<file path="config.mk">
export PLATFORM = sky130hd
export DESIGN_NAME = ebuf2_stage
export DESIGN_NICKNAME = d
export VERILOG_FILES = /design/src/rtl/ebuf2_pkg.sv /design/src/rtl/ebuf2_ctrl.sv /design/src/rtl/ebuf2_slots.sv /design/src/rtl/ebuf2_stage.sv
export SDC_FILE = /design/constraint.sdc
export NUM_CORES = 1
export LEC_CHECK = 0
export BUFFER_PORTS_ARGS = -buffer_cell sky130_fd_sc_hd__buf_2
export CAP_MARGIN = 20
export CORE_MARGIN = 2
export CORE_UTILIZATION = 50
export DETAILED_ROUTE_END_ITERATION = 8
export PLACE_DENSITY = 0.77
export SKIP_LAST_GASP = 1
export SLEW_MARGIN = 10
export SYNTH_ARGS = -nofsm -noshare
export SYNTH_HDL_FRONTEND = slang
export SYNTH_SLANG_ARGS = --single-unit
</file>
<file path="constraint.sdc">
create_clock -name clk -period 7.6 [get_ports clk]
set_clock_uncertainty 0.05 [all_clocks]
set_input_delay 0.38 -clock clk [delete_from_list [all_inputs] [get_ports clk]]
set_output_delay 0.38 -clock clk [all_outputs]
set_load 0.05 [all_outputs]
</file>
<file path="src/rtl/ebuf2_pkg.sv">
package ebuf2_pkg;
  // State coding: bit[1] gates acceptance, bit[0] marks output validity.
  typedef enum logic [1:0] {
    ST_EMPTY = 2'b00,
    ST_ONE   = 2'b01,
    ST_FULL  = 2'b11
  } eb_state_t;
endpackage

</file>
<file path="src/rtl/ebuf2_ctrl.sv">
module ebuf2_ctrl
  import ebuf2_pkg::*;
(
  input  logic clk,
  input  logic rst_n,
  input  logic valid_in,
  input  logic ready_in,
  output logic ready_out,
  output logic valid_out,
  output logic pri_en,
  output logic pri_from_sec,
  output logic sec_en
);
  eb_state_t st_q, st_d;
  logic acc_in, snd_out;

  assign ready_out = ~st_q[1];
  assign valid_out = st_q[0];
  assign acc_in    = valid_in & ready_out;
  assign snd_out   = valid_out & ready_in;

  // next-state logic
  always_comb begin
    st_d = st_q;
    unique case (st_q)
      ST_EMPTY: if (valid_in) st_d = ST_ONE;
      ST_ONE: begin
        if (acc_in && !snd_out)      st_d = ST_FULL;
        else if (!acc_in && snd_out) st_d = ST_EMPTY;
      end
      ST_FULL:  if (ready_in) st_d = ST_ONE;
      default:  st_d = ST_EMPTY;
    endcase
  end

  // slot enables
  always_comb begin
    pri_en       = 1'b0;
    pri_from_sec = 1'b0;
    sec_en       = 1'b0;
    unique case (st_q)
      ST_EMPTY: pri_en = valid_in;
      ST_ONE: begin
        pri_en = valid_in & ready_in;
        sec_en = valid_in & ~ready_in;
      end
      ST_FULL: begin
        pri_en       = ready_in;
        pri_from_sec = 1'b1;
      end
      default: ;
    endcase
  end

  always_ff @(posedge clk or negedge rst_n) begin
    if (!rst_n) st_q <= ST_EMPTY;
    else        st_q <= st_d;
  end
endmodule

</file>
<file path="src/rtl/ebuf2_slots.sv">
module ebuf2_slots #(
  parameter int DATA_W = 32
) (
  input  logic              clk,
  input  logic [DATA_W-1:0] data_in,
  input  logic              pri_en,
  input  logic              pri_from_sec,
  input  logic              sec_en,
  output logic [DATA_W-1:0] data_out
);
  logic [DATA_W-1:0] pri_q, sec_q, pri_d;

  always_comb pri_d = pri_from_sec ? sec_q : data_in;

  always_ff @(posedge clk) begin
    if (pri_en) pri_q <= pri_d;
  end

  always_ff @(posedge clk) begin
    if (sec_en) sec_q <= data_in;
  end

  assign data_out = pri_q;
endmodule

</file>
<file path="src/rtl/ebuf2_stage.sv">
module ebuf2_stage #(
  parameter int DATA_W = 32
) (
  input  logic              clk,
  input  logic              rst_n,
  input  logic              valid_in,
  input  logic [DATA_W-1:0] data_in,
  output logic              ready_out,
  output logic              valid_out,
  output logic [DATA_W-1:0] data_out,
  input  logic              ready_in
);
  logic pri_en, pri_from_sec, sec_en;

  ebuf2_ctrl ctrl_i (
    .clk          (clk),
    .rst_n        (rst_n),
    .valid_in     (valid_in),
    .ready_in     (ready_in),
    .ready_out    (ready_out),
    .valid_out    (valid_out),
    .pri_en       (pri_en),
    .pri_from_sec (pri_from_sec),
    .sec_en       (sec_en)
  );

  ebuf2_slots #(.DATA_W(DATA_W)) slots_i (
    .clk          (clk),
    .data_in      (data_in),
    .pri_en       (pri_en),
    .pri_from_sec (pri_from_sec),
    .sec_en       (sec_en),
    .data_out     (data_out)
  );
endmodule

</file>
After elaboration in Yosys (flattened, before gate mapping):

Index checks and enable logic that the tools add are counted.

* register bits: 66
* bits in latches: 0
* bits in writable memories: 0
* ROM bits: 0
* output and inout bits: 34
* memories: 0

* $add $sub $neg: 0
* multiply operators: 0
* divide/modulo/power cells: 0
* $lt $le $gt $ge: 0
* equality and inequality tests: 5
* shifts and indexed selects: 0
* multiplexer cells: 9
* bitwise gates (word level): 6
* reduce and logical (&&, ||, !) cells: 6

Operators by type and width (count)
* $mux W32: 1
* $mux W2: 4
* $pmux W2 S3: 1
* $and A1 B1 Y1: 4
* $ne A2 B2 Y1 const B: 2
* $ne A3 B1 Y1 const B: 1
* $pmux W1 S3: 1
* $reduce_and A3 Y1: 1
* $eq A2 B1 Y1 const B: 1
* $eq A2 B2 Y1 const B: 1
* $logic_and A1 B1 Y1: 2
* $logic_not A1 Y1: 2
* $logic_not A2 Y1: 1
* $mux W1: 2
* $not A1 Y1: 2

Logic depth before layout (Yosys ltp):

Gate-level depths: netlist of run 1.

* word-level depth: 7
* gate-level depth with buffers: 6
* gate-level depth less buffers: 6

Modules after synthesis:

From an unflattened synthesis of run 1, not the netlist that was laid out.

* cells, all modules: 127
* area total of the unflattened synthesis: 2708.8 um2

Modules (own cells, without submodules)
* ebuf2_slots: times used 1, cells each 100, area an instance 2466.1 um2, sequential area each 1921.8 um2
* ebuf2_ctrl: times used 1, cells each 27, area an instance 242.7 um2, sequential area each 50.0 um2

Worst setup path after synthesis of run 1:

Ideal clock, no wire load.

* path type: register to register
* start point: register ctrl_i.st_q[1]
* end point: register slots_i.pri_q[0] (netlist: slots_i.data_out[0]), enable pin
* arrival: 2595 ps
* data required time: 7129 ps
* setup slack: 4533 ps
* stages on the path, launching flop included: 7
* buffers on the path: 0
* period minus slack after synthesis: 3067 ps
* path through: dfrtp_1 inv_1 ha_1 a21oi_1 nor2_1 a21oi_1 nor2_1

* cells in the longest elaborated chain, start to end: 2
* elaborated cells between the ends (all ways): 4

Ends and longest elaborated chain
* from (decl): line ebuf2_ctrl.sv:14 `eb_state_t st_q, st_d;`
* from (signal assigned): line ebuf2_ctrl.sv:57 `else st_q <= st_d;`
* $eq A2 B2 Y1 (tied with other cells): line ebuf2_ctrl.sv:41 `unique case (st_q)`
* $pmux W1 S3 (*): line ebuf2_ctrl.sv:41
* named net ctrl_i.pri_en: line ebuf2_ctrl.sv:10 `output logic pri_en,`
* to (signal assigned): line ebuf2_slots.sv:16 `if (pri_en) pri_q <= pri_d;`
* to (decl): line ebuf2_slots.sv:11 `logic [DATA_W-1:0] pri_q, sec_q, pri_d;`

Mark *: on every way through the listed nets, which the timed path passes. The rest lies on a longest branch.
A chain may end at the register's enable or synchronous reset.

Worst setup path in the final report of run 1:

* start point: register ctrl_i.st_q[1]
* end point: register slots_i.pri_q[25] (netlist: slots_i.data_out[25]), enable pin

Same word-level chain as after synthesis.

==> results.cfg, run 1 <==
[synthesis]
yosysTopAreaCellShare = 0.756
synth_cells = 126
ys_top_cells_by_area = edfxtp_1 76%, mux2_2 14%, ha_1 3.0%
synth_top_area_cell = edfxtp_1
ys_top_cells_by_count = 64 x edfxtp_1, 32 x mux2_2, 6 x ha_1
ys_warn_count = 0
ys_seq_area_frac = 0.776
synthFlopType = edfxtp_1
ys_types = 16
synth_seq_cells = 66
synth_edf_count = 64
synthArstFlopShare = 0.0303
synth.most_common_cell = edfxtp_1
syn_avg_cell_area_sq_um = 20.2
netlist_area_sq_um = 2540
synth_nets = 168

[timing]
fin_ws_ns = 5.37
tightest_slew_ns = 0.907
final_max_slew_viol_count = 0
relSlewSlack = 0.394
hold_ws_ns = 0.178
fmax_mhz = 448
setup_tns_ns = 0
setup_viol = 0
rsz0062_at_grt = no
hold_violations = 0
min_period_ns = 2.23
period_share = 0.294

[power_and_ir_drop]
p_leak_nw = 1.23
worst_ir_drop_vdd_uv = 219
power_mw = 1.30
powerDensity_nw_per_um2 = 409

[global_routing]
grt_pass1_wl_mm = 6.73
antenna_found_initial = 0
grt_start_max_net_pins = 34
grt-ovfl-total = 0
grt_pass1_vias = 1440
grt_use_total = 0.173

[final_layout]
diodes = 0
postLayoutCoreUtil = 0.661
area_delta_synth_final_pct = 25.4
fin_nets = 247
num-fill-cells = 356
drive_above_1_share = 0.567

[placed_design]
dpl.hpwl_mm = 3.00
io_buffer_count = 69
dp_slack_ns = 5.38
gp_congestion = 0.723

[clocking]
cts_buffer_depth = 2
cts_tree = built
htree_levels = 3
cts.sink_count = 66
cts_setup_buffers = 0
root_buffer = clkbuf_8
clk_latency_ns = 0.34
cts_buffers = 9
clkTransAtPathRegs_ns = 0.07

[drt]
drc = 0
wl_per_cell_microns = 16.1
vias = 1369
postRouteAntennaNets = 0
viasPerCell = 4.94
firstDrtPassIters = 4
drtIter0Drc = 99
drt-total-wl_mm = 4.45

[critical_path]
startpoint_type = flop
timing.critical_path.mode_cell = a21oi_1
critical-path-max-stage-delay_ns = 0.70
endpoint_kind = flop
crit_slowest_cell = nor2_4
path_buf_inv = 1
cp_top_family = simple AND/OR/NAND/NOR gates
path_max_fanout = 32
path_cells = inv_1 > ha_1 > a21oi_1 > nor2_1 > a21oi_1 > nor2_4
critPathKind = reg -> reg
critical_path_required_ns = 7.51
crit_arrival_ns = 2.14

[outcome]
outcome = complete, no violations

[floorplanning]
die_h_microns = 75.3
die_w_microns = 75.3
coreArea_sq_um = 4820
die-area_sq_um = 5670
initial_core_util = 0.528
rows = 25
ios = 70

[flow_run]
drv_cap = 0

[min_path]
hold_path_class = in -> reg
==> worst paths after layout <==
kind / endpoint / start / slack (ns) / depth (start not counted)
worst max register to register: slots_i.data_out[25] / ctrl_i.st_q[1] / 5.37 / 6
max in group asynchronous: ctrl_i.st_q[0] / rst_n / 7.09 / 2
min in group asynchronous: ctrl_i.st_q[1] / rst_n / 0.31 / 2
worst min register to register: slots_i.data_out[27] / slots_i.sec_q[27] / 0.50 / 1
worst max-delay path: slots_i.data_out[25] / ctrl_i.st_q[1] / 5.37 / 6
worst min-delay path: slots_i.sec_q[1] / data_in[1] / 0.18 / 1
==> sequential cells by signal, summed over array words and instances, names as in the netlist <==
signal / count
ctrl_i.st_q: 2
slots_i.sec_q: 32
slots_i.data_out: 32
==> what timing repair did <==
item                                   4_1_cts  5_1_grt
gates resized for setup                      0        0
hold buffers                                 1        0
endpoints found under the hold margin        2        0
==> per-stage QoR <==
step / area (sq um) / std cells
2_1_floorplan: 2540 / 126
3_3_place_gp: 2970 / 260
3_5_place_dp: 2970 / 260
4_1_cts: 3190 / 277
5_1_grt: 3190 / 277
6_report: 3190 / 277
==> cell families after synthesis <==
kind of cell             after synthesis  synth area share
AO/OA/AOI/OAI                          4           0.00985
XOR/XNOR                               1           0.00345
adder cells (fa/ha/maj)                6            0.0295
buffers and inverters                  8            0.0162
flip-flops                            66             0.776
multiplexers                          34             0.151
AND/OR/NAND/NOR                        7            0.0143
==> metal layers <==
metal	GRT usage	wire length [microns]	vias to the layer above
met4	0.0819	82	0
li1	-	-	653
met2	0.286	2360	48
met1	0.186	1720	658
met3	0.0873	289	10
met5	0	0	-
==> cell type report <==
class,count,area [sq um],area share
tap,67,83.8,0.0263
inverter,4,15.0,0.00471
clock buffer,10,128,0.0401
sequential,66,1970,0.619
multi-input combinational,52,536,0.168
clock inverter,6,81.3,0.0255
timing repair buffer,72,370,0.116
==> power breakdown <==
| group | switching (mW) | internal [mW] | leakage, nW |
|---|---|---|---|
| Combinational | 0.348 | 0.104 | 0.505 |
| Clock | 0.126 | 0.182 | 0.104 |
| Sequential | 0.0253 | 0.516 | 0.621 |
==> cells in the final DEF, fill, tap and decap left out <==
master / netlist / layout
buf_2: 3 / 69
edfxtp_1: 64 / 64
mux2_2: 32 / 32
clkbuf_8: 0 / 9
ha_1: 6 / 6
inv_1: 4 / 4
a21oi_1: 3 / 3
nor2_1: 3 / 2
mux2_1: 2 / 2
clkinv_2: 0 / 2
bufinv_16: 0 / 2
dfrtp_1: 2 / 2
buf_4: 0 / 2
nor2_4: 0 / 1
and3_1: 1 / 1
nand2_1: 1 / 1
nand4_1: 1 / 1
nand2b_2: 1 / 1
xnor2_1: 1 / 1
a222oi_1: 1 / 1
clkinvlp_4: 0 / 1
clkinv_1: 0 / 1
clkbuf_1: 0 / 1
dlygate4sd3_1: 0 / 1
Note: power is estimated with default switching activity, not from simulation.
==> run 2, diff against run 1 <==
--- a/config.mk
+++ b/config.mk
@@ -8,9 +8,9 @@
 export BUFFER_PORTS_ARGS = -buffer_cell sky130_fd_sc_hd__buf_2
 export CAP_MARGIN = 20
 export CORE_MARGIN = 2
-export CORE_UTILIZATION = 50
+export CORE_UTILIZATION = 46
 export DETAILED_ROUTE_END_ITERATION = 8
-export PLACE_DENSITY = 0.77
+export PLACE_DENSITY = 0.74
 export SKIP_LAST_GASP = 1
 export SLEW_MARGIN = 10
 export SYNTH_ARGS = -nofsm -noshare
==> constraint.sdc (replaced) <==
create_clock -name clk -period 2.05 [get_ports clk]
set_clock_uncertainty 0.05 [all_clocks]
set_input_delay 0.1025 -clock clk [delete_from_list [all_inputs] [get_ports clk]]
set_output_delay 0.1025 -clock clk [all_outputs]
set_load 0.05 [all_outputs]
==> results.cfg, run 2 (synthesis results as in run 1) <==
[outcome]
outcome = complete, no violations

[drt]
routed-wl-met2_mm = 2.13
dr_wl_met3_microns = 331
top_layer_used = met4
drc = 0
vias = 1495
firstDrtPassIters = 4
drtIter0Drc = 120
drt-total-wl_mm = 4.65
wl_per_cell_microns = 14.6
viasPerCell = 4.69
wl_met1_mm = 2.11
postRouteAntennaNets = 0

[critical_path]
endpoint_kind = flop
critical_path_required_ns = 2.21
timing.critical_path.mode_cell = buf_4
cp_top_family = flip-flops
startpoint_type = flop
crit_slowest_cell = dfrtp_2
path_max_fanout = 33
path_cells = ha_2 > buf_4 > a222oi_1 > buf_4 > mux2_1
critPathKind = reg -> reg
crit_arrival_ns = 2.16
path_buf_inv = 2
critical-path-max-stage-delay_ns = 0.45

[power_and_ir_drop]
worst_ir_drop_vdd_uv = 727
power_mw = 4.69
powerDensity_nw_per_um2 = 1330
p_leak_nw = 1.35

[clocking]
htree_levels = 3
clk_latency_ns = 0.33
root_buffer = clkbuf_8
cts_tree = built
clkTransAtPathRegs_ns = 0.07
cts_buffer_depth = 2
cts_buffers = 9
cts.sink_count = 66

[floorplanning]
rows = 27
coreArea_sq_um = 5410
die_h_microns = 78.3
die_w_microns = 78.3
initial_core_util = 0.470
ios = 70
die-area_sq_um = 6130

[timing]
rsz0062_at_grt = no
tightest_slew_ns = 0.518
setup_viol = 0
relSlewSlack = 0.655
hold_violations = 0
fmax_mhz = 500
period_share = 0.975
final_max_slew_viol_count = 0
min_period_ns = 2.00

[final_layout]
final_common_cell = buf_2
layout_common_cells = 69 x buf_2, 64 x edfxtp_1, 34 x dlygate4sd3_1
area_delta_synth_final_pct = 38.7
postLayoutCoreUtil = 0.652
drive_above_1_share = 0.502
multiInputGateArea_sq_um = 567
ff_latch_area_sq_um = 1970
diodes = 0
fin_nets = 284
num-fill-cells = 398

[global_routing]
grt-ovfl-total = 0
grt_pass1_wl_mm = 7.20
antenna_found_initial = 0
grt_use_total = 0.163
grt_start_max_net_pins = 34
grt_pass1_vias = 1442

[min_path]
hold_path_class = in -> reg

[placed_design]
dpl.hpwl_mm = 2.64
gp_congestion = 0.730
io_buffer_count = 69

[flow_run]
drv_cap = 0
-- run 2: repair_timing --
item,in CTS,in global routing
setup endpoints to repair,32,17
cloned,1,0
resized for setup,1,1
hold endpoints to repair,34,1
setup buffers,0,1
pin swaps,1,1
hold buffers,33,1
-- run 2: through the flow --
step	area [sq um]	TNS [ns]	instances	hold slack (ns)	worst slack (ns)
6_report	3530	0	319	0.286	0.0506
5_1_grt	3530	0	319	0.304	0.000155
4_1_cts	3500	0	317	0.0110	0.0459
3_5_place_dp	3010	-1.31	267	-0.157	-0.0423
3_3_place_gp	3010	-0.432	267	-0.160	-0.0148
2_1_floorplan	2570	0	126	-0.243	0.0128
-- run 2: worst min-delay path: stages --
cell and delay, ns:
buf_2 0.15, nand4_1 0.13, nor2_1 0.12, mux2_1 0.13
-- run 2: path summary, 6_finish.rpt --
check | from | endpoint | slack, ns | cells past startpoint
max | ctrl_i.st_q[0] | ctrl_i.st_q[0] | 0.05 | 5
min | valid_in | ctrl_i.st_q[1] | 0.29 | 4
max reg2reg | ctrl_i.st_q[0] | ctrl_i.st_q[0] | 0.05 | 5
min reg2reg | slots_i.sec_q[9] | slots_i.data_out[9] | 0.50 | 1
max in group asynchronous | rst_n | ctrl_i.st_q[0] | 1.27 | 3
min in group asynchronous | rst_n | ctrl_i.st_q[1] | 0.57 | 3
-- run 2: final cells by class --
cell class / count / area share
inverters: 4 / 0.00532
repair buffers: 108 / 0.205
clock inverters: 4 / 0.00532
clock buffers: 12 / 0.0383
well taps: 72 / 0.0256
flip-flops and latches: 66 / 0.560
multi-input cells: 53 / 0.161
-- run 2: layer usage --
layer,vias to the layer above,global-route usage
met1,709,0.204
li1,719,-
met5,-,0
met3,9,0.0805
met2,58,0.241
met4,0,0.0667
-- run 2: power breakdown --
group          internal [mW]  leakage (nW)  switching (mW)
registers               1.92         0.620          0.0995
clock network          0.428        0.0731           0.446
logic                  0.475         0.656            1.32
total                   2.82          1.35            1.87
==> run 3, diff against run 2 <==
--- a/config.mk
+++ b/config.mk
@@ -8,11 +8,13 @@
 export BUFFER_PORTS_ARGS = -buffer_cell sky130_fd_sc_hd__buf_2
 export CAP_MARGIN = 20
 export CORE_MARGIN = 2
-export CORE_UTILIZATION = 46
+export CORE_UTILIZATION = 47
 export DETAILED_ROUTE_END_ITERATION = 8
-export PLACE_DENSITY = 0.74
+export MAX_ROUTING_LAYER = met4
+export PLACE_DENSITY = 0.75
 export SKIP_LAST_GASP = 1
 export SLEW_MARGIN = 10
 export SYNTH_ARGS = -nofsm -noshare
 export SYNTH_HDL_FRONTEND = slang
+export SYNTH_HIERARCHICAL = 1
 export SYNTH_SLANG_ARGS = --single-unit
==> results.cfg, run 3 <==
[power_and_ir_drop]
worst_ir_drop_vdd_uv = 700
powerDensity_nw_per_um2 = 1340
power_mw = 5.00
p_leak_nw = 1.49

[critical_path]
r2r-start = ctrl_i/st_q[1]
path_max_fanout = 16
critical-path-max-stage-delay_ns = 0.47
critical_path_required_ns = 2.07
worst_r2r_endpoint = slots_i/data_out[2]
critPathCapture = slots_i/data_out[2]
r2r_setup_slack_ns = 0.23
crit_slowest_cell = dfrtp_1
critPathKind = reg -> reg
reg2regPathDepth = 5
endpoint_kind = flop
crit_arrival_ns = 1.84
path_cells = clkinvlp_4 > ha_4 > a21o_1 > a22oi_2 > nor2_4
startpoint = ctrl_i/st_q[1]
startpoint_type = flop

[final_layout]
postLayoutCoreUtil = 0.673
diodes = 0
fin_nets = 287
final_common_cell = buf_2
num-fill-cells = 400
area_delta_synth_final_pct = 37.6
drive_above_1_share = 0.530
layout_common_cells = 69 x buf_2, 64 x edfxtp_1, 33 x dlygate4sd3_1

[synthesis]
synth_seq_cells = 66
synthMuxAreaShare = 0.183
synth.most_common_cell = edfxtp_1
synth-xor-area-share = 0
synthFlopType = edfxtp_1
syn_avg_cell_area_sq_um = 21.3
ys_seq_area_frac = 0.728
synth_top_family_by_area = multiplexers
yosysTopAreaCellShare = 0.709
ys_top_cells_by_area = edfxtp_1 71%, mux2_4 17%, ha_1 3.2%
synth_nets = 170
ys_top_cells_by_count = 64 x edfxtp_1, 30 x mux2_4, 7 x ha_1
yosys.area_share.simple = 0.0120
synth_top_area_cell = edfxtp_1
synth_fa_ha_area_frac = 0.0323
ys_types = 16
netlist_area_sq_um = 2710
synth_edf_count = 64
ys_warn_count = 6
synth-compound-area-share = 0.0129
synth_cells = 127
synthArstFlopShare = 0.0303

[timing]
final_max_slew_viol_count = 0
tightest_slew_ns = 0.513
period_share = 0.887
hold_violations = 0
setup_tns_ns = 0
min_period_ns = 1.82
setup_viol = 0
fmax_mhz = 550
relSlewSlack = 0.657
rsz0062_at_grt = no

[drt]
viasPerCell = 4.71
drtIter0Drc = 110
vias = 1513
drt-total-wl_mm = 4.94
postRouteAntennaNets = 0
firstDrtPassIters = 4
wl_per_cell_microns = 15.4
drc = 0

[min_path]
hold_path_class = in -> async

[flow_run]
drv_cap = 0

[global_routing]
grt_pass1_vias = 1541
grt_start_max_net_pins = 21
grt-ovfl-total = 0
grt_use_total = 0.170
grt_pass1_wl_mm = 7.47
antenna_found_initial = 0

[clocking]
htree_levels = 3
cts_setup_buffers = 0
clkTransAtPathRegs_ns = 0.07
cts_tree = built
cts_buffers = 9
root_buffer = clkbuf_8
cts.sink_count = 66
cts_buffer_depth = 2
clk_latency_ns = 0.35

[floorplanning]
die-area_sq_um = 6390
coreArea_sq_um = 5540
rows = 27
die_w_microns = 79.9
die_h_microns = 79.9
initial_core_util = 0.489
ios = 70

[placed_design]
dpl.hpwl_mm = 3.10
io_buffer_count = 69
gp_congestion = 0.747

[outcome]
outcome = complete, no violations
[run 3: how the worst min path moves through the flow]
stage	from	endpoint	cells after the start
2_1_floorplan	rst_n	ctrl_i/st_q[0]	0
3_3_place_gp	rst_n	ctrl_i/st_q[1]	1
3_5_place_dp	rst_n	ctrl_i/st_q[1]	1
4_1_cts	rst_n	ctrl_i/st_q[0]	2
5_1_grt	rst_n	ctrl_i/st_q[0]	2
6_report	rst_n	ctrl_i/st_q[0]	2
[run 3: cell type report]
class / count / area, sq um / area share
clock inverter: 7 / 70.1 / 0.0188
sequential: 66 / 1970 / 0.530
timing repair buffer: 109 / 753 / 0.202
multi-input combinational: 54 / 697 / 0.187
inverter: 4 / 18.8 / 0.00504
clock buffer: 9 / 124 / 0.0332
tap: 72 / 90.1 / 0.0242
[run 3: logic make-up after synthesis]
logic type                 after synthesis
AOI/OAI and AO/OA                        4
adders and majority gates                7
buffers and inverters                    8
DFF                                     66
muxes                                   34
and+or+nand+nor                          8
[run 3: per-stage QoR]
step	cells	hold slack, ns	area (sq um)	worst slack, ns
floorplan	127	-0.243	2740	0.0141
global placement	271	-0.162	3190	0.0351
detailed placement	271	-0.161	3190	-0.0316
CTS	321	0.00841	3720	0.0162
global route	321	0.00872	3730	0.179
finish	321	0.0191	3730	0.231
[run 3: timing repair]
| item | CTS | global route |
|---|---|---|
| hold buffers | 33 | 0 |
| pin swaps | 1 | 0 |
| cloned | 1 | 0 |
| setup endpoints to repair | 32 | 32 |
| hold endpoints to repair | 34 | 0 |
| resized for setup | 1 | 1 |
[run 3: power by group]
part | internal, mW | switching (mW) | leakage [nW]
sequential | 1.91 | 0.0999 | 0.620
clock | 0.556 | 0.501 | 0.0889
combinational | 0.564 | 1.37 | 0.781
total | 3.03 | 1.97 | 1.49
[run 3: routing by layer]
layer  vias to the layer above  wire (microns)  track usage
met2                        54            2560        0.282
met4                         0             153       0.0847
met3                        16             276       0.0577
li1                        722               -            -
met1                       721            1950        0.183
met5                         -               0            -
[run 3: critical path: cells and delay by family (launching register included)]
family	cells	cell delay [ns]
flops	1	0.47
buf+inv	1	0.17
compound gates	2	0.48
fa+ha+maj	1	0.18
simple gates	1	0.19
